File: src/rtl/irq_bank_pkg.sv
`timescale 1ns/1ps
package irq_bank_pkg;
  parameter int OFS_EN   = 'h08;
  parameter int OFS_DIS  = 'h0C;
  parameter int OFS_MASK = 'h10;
  parameter int OFS_STAT = 'h14;
  parameter int OFS_CHAN = 'h2C;

  parameter int BIT_RXTRIG  = 0;
  parameter int BIT_RXEMPTY = 1;
  parameter int BIT_TXEMPTY = 3;
  parameter int BIT_TXFULL  = 4;

  typedef enum logic [2:0] {
    SEL_NONE, SEL_EN, SEL_DIS, SEL_MASK, SEL_STAT, SEL_CHAN
  } reg_sel_e;
endpackage

File: src/rtl/irq_addr_decode.sv
`timescale 1ns/1ps
module irq_addr_decode
  import irq_bank_pkg::*;
#(
  parameter int ADDR_W = 8
) (
  input  logic [ADDR_W-1:0] addr,
  output reg_sel_e          sel
);
  always_comb begin
    if      (addr == ADDR_W'(OFS_EN))   sel = SEL_EN;
    else if (addr == ADDR_W'(OFS_DIS))  sel = SEL_DIS;
    else if (addr == ADDR_W'(OFS_MASK)) sel = SEL_MASK;
    else if (addr == ADDR_W'(OFS_STAT)) sel = SEL_STAT;
    else if (addr == ADDR_W'(OFS_CHAN)) sel = SEL_CHAN;
    else                                sel = SEL_NONE;
  end
endmodule

File: src/rtl/irq_mask_reg.sv
`timescale 1ns/1ps
module irq_mask_reg #(
  parameter int NBITS = 13
) (
  input  logic             clk,
  input  logic             rst,
  input  logic [NBITS-1:0] set_bits,
  input  logic [NBITS-1:0] clr_bits,
  output logic [NBITS-1:0] mask_q
);
  always_ff @(posedge clk) begin
    if (rst) mask_q <= '0;
    else     mask_q <= (mask_q | set_bits) & ~clr_bits;
  end
endmodule

File: src/rtl/irq_status_bit.sv
`timescale 1ns/1ps
module irq_status_bit (
  input  logic clk,
  input  logic rst,
  input  logic evt,
  input  logic clr,
  output logic stat
);
  logic evt_q;
  logic rise;
  assign rise = evt & ~evt_q;

  always_ff @(posedge clk) begin
    if (rst) begin
      evt_q <= 1'b0;
      stat  <= 1'b0;
    end else begin
      evt_q <= evt;
      if (rise)     stat <= 1'b1;
      else if (clr) stat <= 1'b0;
    end
  end
endmodule

File: src/rtl/irq_read_mux.sv
`timescale 1ns/1ps
module irq_read_mux
  import irq_bank_pkg::*;
#(
  parameter int DATA_W  = 32,
  parameter int NBITS   = 13,
  parameter int NUM_EVT = 9
) (
  input  logic               clk,
  input  logic               rst,
  input  reg_sel_e           sel,
  input  logic [NBITS-1:0]   mask,
  input  logic [NBITS-1:0]   stat,
  input  logic [NUM_EVT-1:0] evt,
  output logic [DATA_W-1:0]  rdata
);
  logic [DATA_W-1:0] chan_word;
  logic [DATA_W-1:0] rd_next;

  always_comb begin
    chan_word = '0;
    chan_word[BIT_RXTRIG]  = evt[BIT_RXTRIG];
    chan_word[BIT_RXEMPTY] = evt[BIT_RXEMPTY];
    chan_word[BIT_TXEMPTY] = evt[BIT_TXEMPTY];
    chan_word[BIT_TXFULL]  = evt[BIT_TXFULL];
  end

  always_comb begin
    case (sel)
      SEL_MASK: rd_next = DATA_W'(mask);
      SEL_STAT: rd_next = DATA_W'(stat);
      SEL_CHAN: rd_next = chan_word;
      default:  rd_next = '0;
    endcase
  end

  always_ff @(posedge clk) begin
    if (rst) rdata <= '0;
    else     rdata <= rd_next;
  end
endmodule

File: src/rtl/uart_irq_regbank.sv
`timescale 1ns/1ps
module uart_irq_regbank
  import irq_bank_pkg::*;
#(
  parameter int ADDR_W  = 8,
  parameter int DATA_W  = 32,
  parameter int NBITS   = 13,
  parameter int NUM_EVT = 9
) (
  input  logic               clk,
  input  logic               rst,
  input  logic [ADDR_W-1:0]  bus_addr,
  input  logic               bus_wr,
  input  logic [DATA_W-1:0]  bus_wdata,
  output logic [DATA_W-1:0]  bus_rdata,
  input  logic [NUM_EVT-1:0] evt_lvl,
  output logic               irq
);
  localparam int SPARE_W = DATA_W - NBITS;

  reg_sel_e         sel;
  logic [NBITS-1:0] wbits;
  logic [NBITS-1:0] set_bits, clr_bits, stat_clr;
  logic [NBITS-1:0] mask_q, stat_q;
  logic             unused_wdata;

  assign wbits        = bus_wdata[NBITS-1:0];
  assign unused_wdata = ^bus_wdata[DATA_W-1:DATA_W-SPARE_W];

  irq_addr_decode #(.ADDR_W(ADDR_W)) u_dec (.addr(bus_addr), .sel(sel));

  assign set_bits = (bus_wr && sel == SEL_EN)   ? wbits : '0;
  assign clr_bits = (bus_wr && sel == SEL_DIS)  ? wbits : '0;
  assign stat_clr = (bus_wr && sel == SEL_STAT) ? wbits : '0;

  irq_mask_reg #(.NBITS(NBITS)) u_mask (
    .clk(clk), .rst(rst), .set_bits(set_bits), .clr_bits(clr_bits),
    .mask_q(mask_q)
  );

  for (genvar i = 0; i < NBITS; i++) begin : g_stat
    if (i < NUM_EVT) begin : g_live
      irq_status_bit u_bit (
        .clk(clk), .rst(rst), .evt(evt_lvl[i]), .clr(stat_clr[i]),
        .stat(stat_q[i])
      );
    end else begin : g_tie
      assign stat_q[i] = 1'b0;
    end
  end

  irq_read_mux #(.DATA_W(DATA_W), .NBITS(NBITS), .NUM_EVT(NUM_EVT)) u_rd (
    .clk(clk), .rst(rst), .sel(sel), .mask(mask_q), .stat(stat_q),
    .evt(evt_lvl), .rdata(bus_rdata)
  );

  always_ff @(posedge clk) begin
    if (rst) irq <= 1'b0;
    else     irq <= |(stat_q & mask_q);
  end
endmodule

File: config.mk
export PLATFORM = sky130hd
export DESIGN_NAME = uart_irq_regbank
export DESIGN_NICKNAME = d
export VERILOG_FILES = /design/src/rtl/irq_bank_pkg.sv /design/src/rtl/irq_addr_decode.sv /design/src/rtl/irq_mask_reg.sv /design/src/rtl/irq_status_bit.sv /design/src/rtl/irq_read_mux.sv /design/src/rtl/uart_irq_regbank.sv
export SDC_FILE = /design/constraint.sdc
export NUM_CORES = 1
export LEC_CHECK = 0
export ABC_AREA = 1
export BUFFER_PORTS_ARGS = -buffer_cell sky130_fd_sc_hd__buf_2
export CORE_MARGIN = 2
export CORE_UTILIZATION = 51
export CTS_BUF_LIST = sky130_fd_sc_hd__clkbuf_8
export DETAILED_ROUTE_END_ITERATION = 7
export PLACE_DENSITY = 0.82
export SYNTH_ARGS = -nofsm -noshare
export SYNTH_HDL_FRONTEND = slang
export SYNTH_SLANG_ARGS = --single-unit
File: constraint.sdc
create_clock -name clk -period 1.3 [get_ports clk]
set_input_delay 0.195 -clock clk [delete_from_list [all_inputs] [get_ports clk]]
set_output_delay 0.195 -clock clk [all_outputs]
set_load 0.02 [all_outputs]
==> metrics.txt <==
Cell Pwr Density=970.8 nW/µm²; Hold Path Class=in2reg; FP Rows=24; VDD IR max=roughly 0.54 mV; Die Area=about 5200 µm²; gate count of the mapped netlist=roughly 340; Post-DRT Antenna Nets=0; count of cell types in the netlist=24; r2r worst-path depth=4; Wirelength per Cell=~11 µm; Register Area=between 900 and 1000 µm²; CP Launch Type=flip-flop; clock slew at reported path FFs=~0.08 ns; multi-input logic area=around 1000 µm²; top post-synthesis cells by area=dfxtp_1 (38%), nand2_1 (14%), inv_1 (10%); Final setup viols=0; Net Sw Power=between 600 and 700 µW; Hold-fix buffers, CTS=0; Area Growth Syn to Fin=14.54%; Period minus WS final=just under 1 ns; maxcap violations=0; slowest stage delay, CP=~0.33 ns; DIE HEIGHT=72.01 µm; run status=finished clean; Starting Density=53.43%; worst r2r src=u_mask.mask_q[7]; Core Area=4414 µm²; Pins Over Slew Limit=0; layout cell share with drive strength beyond 1=24.75%; first-pass GRT wire length=8259 µm; YS warnings=0; sw frac=26.13%; Crit. path cell count=1; fin worst setup slack=0.3167 ns; Seq pwr share=55.1%; Worst Setup Path Type=reg2out; Util after Layout=around 60%; reg-to-reg endpoint=irq; Tot GR Track Use=between 20% and 30%; Crit Path Max Fanout=1; Ports=85; Nets=448; Synth area leader=dfxtp_1; unrepaired setup endpoints after global routing=no; Yosys top cell area share=a little under two fifths; Worst EP arrival=0.79 ns; final period utilization=between 70% and 80%; post-synthesis sequential area ratio=38.20%; CP Cell Sequence=buf_2; post-CTS setup buffers=0; most common cell in the synthesized netlist=nand2_1; largest net degree at the start of global routing=19; setup TNS=0 ns; Detail Placement HPWL=around 3600 µm; pre-CTS setup slack=about 0.072 ns; CTS root buf=clkbuf_8; Post-synth EDFFs=0; FF+latch count, synth=45; Routed WL=between 4000 and 5000 µm; CTS tree=built; Buffers on Ports=46; CTS max path bufs=2; fill count=409; Critical Path End Type=output pin; Pint=between 1.5 and 2 mW; commonest cells in the netlist=nand2_1 (87), inv_1 (65), dfxtp_1 (45); end point of the critical path=bus_rdata[7]; Avg Synthesized Cell Area=around 7 µm²; CTS Sinks=45; CTS buffer count=5; CP Launch Point=u_rd.rdata[7]; clock skew=a little over 0.005 ns; grt total ovfl=0; cts repair resizes=0; Mapped Area=2359 µm²; initial antenna violation count=0; DRC violations left=0; Max Freq=between 1000 and 1500 MHz; crit-path leading delay family=flip-flops; slowest cell on the critical path=dfxtp_1; ys async rst share=0%; Diodes inserted=0; proportion of power drawn by the clock network=~33%; WP data required=approximately 1.1 ns; vias per cell=4.569; DRT iter0 DRCs=89; worst-skew pair later-pin latency=0.30 ns; die width=approximately 70 µm; H-tree levels=2; WP buf/inv=1; Pre-antenna DRT Iters=4; Static Leak=1.407 nW; gp weighted congestion=0.7917; Main synth FF type=dfxtp_1; Comb power frac=11.6%; via count=about 2000; vias in the first global route=1970; Reg2Reg Setup Slack=0.43 ns; Final Hold Fails=0
-- layout make-up --
type	instances	share of cell area [%]
multi-input combinational	217	38.54
clock inverter	1	0.2779
clock buffer	6	3.057
timing repair buffer	58	12.78
tap	52	2.409
inverter	69	9.588
sequential	45	33.35
-- kinds of logic (layout without fill, tap and decap cells) --
family | count (synthesis) | in the layout | share of synthesized area (%)
DFF | 45 | 45 | 38.20
buffers and inverters | 98 | 134 | 20.53
and+or+nand+nor | 190 | 190 | 39.42
other | 1 | 19 | 0.1590
AOI/OAI and AO/OA | 8 | 8 | 1.697
-- tightest hold or removal path, cell delays in order --
cell and delay (ns):
buf_2 0.09, inv_1 0.04, nor2_1 0.04
-- state kept, by name, indices dropped and copies added (netlist names) --
| signal | flops |
|---|---|
| irq | 1 |
| u_rd.rdata | 13 |
| u_mask.mask_q | 13 |
| g_stat.g_live.u_bit.evt_q | 9 |
| g_stat.g_live.u_bit.stat | 9 |
-- power groups by stage --
stage                     clock network [mW]  registers (mW)  logic (mW)
after detailed placement                   0            1.48       0.303
after global routing                   0.958            1.45       0.342
after CTS                              0.896            1.45       0.305
after floorplan                            0            1.47       0.240
final                                  0.871            1.45       0.305
after global placement                     0            1.48       0.293
-- per-stage QoR --
step | hold WS [ns] | std cells | power [mW] | cell area, µm²
4_1_cts | 0.09732 | 448 | 2.647 | 2701
6_report | 0.1058 | 448 | 2.622 | 2701
3_5_place_dp | 0.4224 | 441 | 1.781 | 2611
5_1_grt | 0.1048 | 448 | 2.751 | 2701
3_3_place_gp | 0.4203 | 441 | 1.768 | 2611
2_1_floorplan | 0.3135 | 360 | 1.711 | 2426
-- worst min path at each step --
| stage | startpoint | endpoint | slack [ns] | depth (start not counted) |
|---|---|---|---|---|
| after detailed placement | evt_lvl[2] | g_stat[2].g_live.u_bit.evt_q | 0.42 | 3 |
| after global routing | evt_lvl[7] | g_stat[7].g_live.u_bit.evt_q | 0.10 | 3 |
| after CTS | evt_lvl[7] | g_stat[7].g_live.u_bit.evt_q | 0.1 | 3 |
| final | evt_lvl[7] | g_stat[7].g_live.u_bit.evt_q | 0.11 | 3 |
| after floorplan | evt_lvl[0] | g_stat[0].g_live.u_bit.evt_q | 0.31 | 2 |
| after global placement | evt_lvl[2] | g_stat[2].g_live.u_bit.evt_q | 0.42 | 3 |
-- layout by cell type, fill, tap and decap left out --
cell type / instances
buf_12: 2
nand2_1: 87
buf_2: 46
nor2_2: 12
a21oi_1: 6
nor2_1: 28
nor3_1: 4
buf_4: 10
inv_2: 3
nand3_2: 10
clkinvlp_4: 1
nand3_1: 41
dfxtp_1: 45
o21ai_1: 1
clkbuf_8: 6
conb_1: 19
nand2_2: 2
clkinv_1: 1
nor2_8: 2
nand2_4: 1
nor2_4: 3
o21ai_0: 1
inv_1: 65
-- layer usage --
layer | up-vias | track usage [%] | wire length, µm
met3 | 9 | 5.139 | 352
met5 | - | 0 | 0
li1 | 1082 | - | -
met1 | 882 | 24.24 | 2082
met2 | 74 | 34.36 | 2249
met4 | 0 | 9.224 | 78
(Power assumes the default switching activity.)
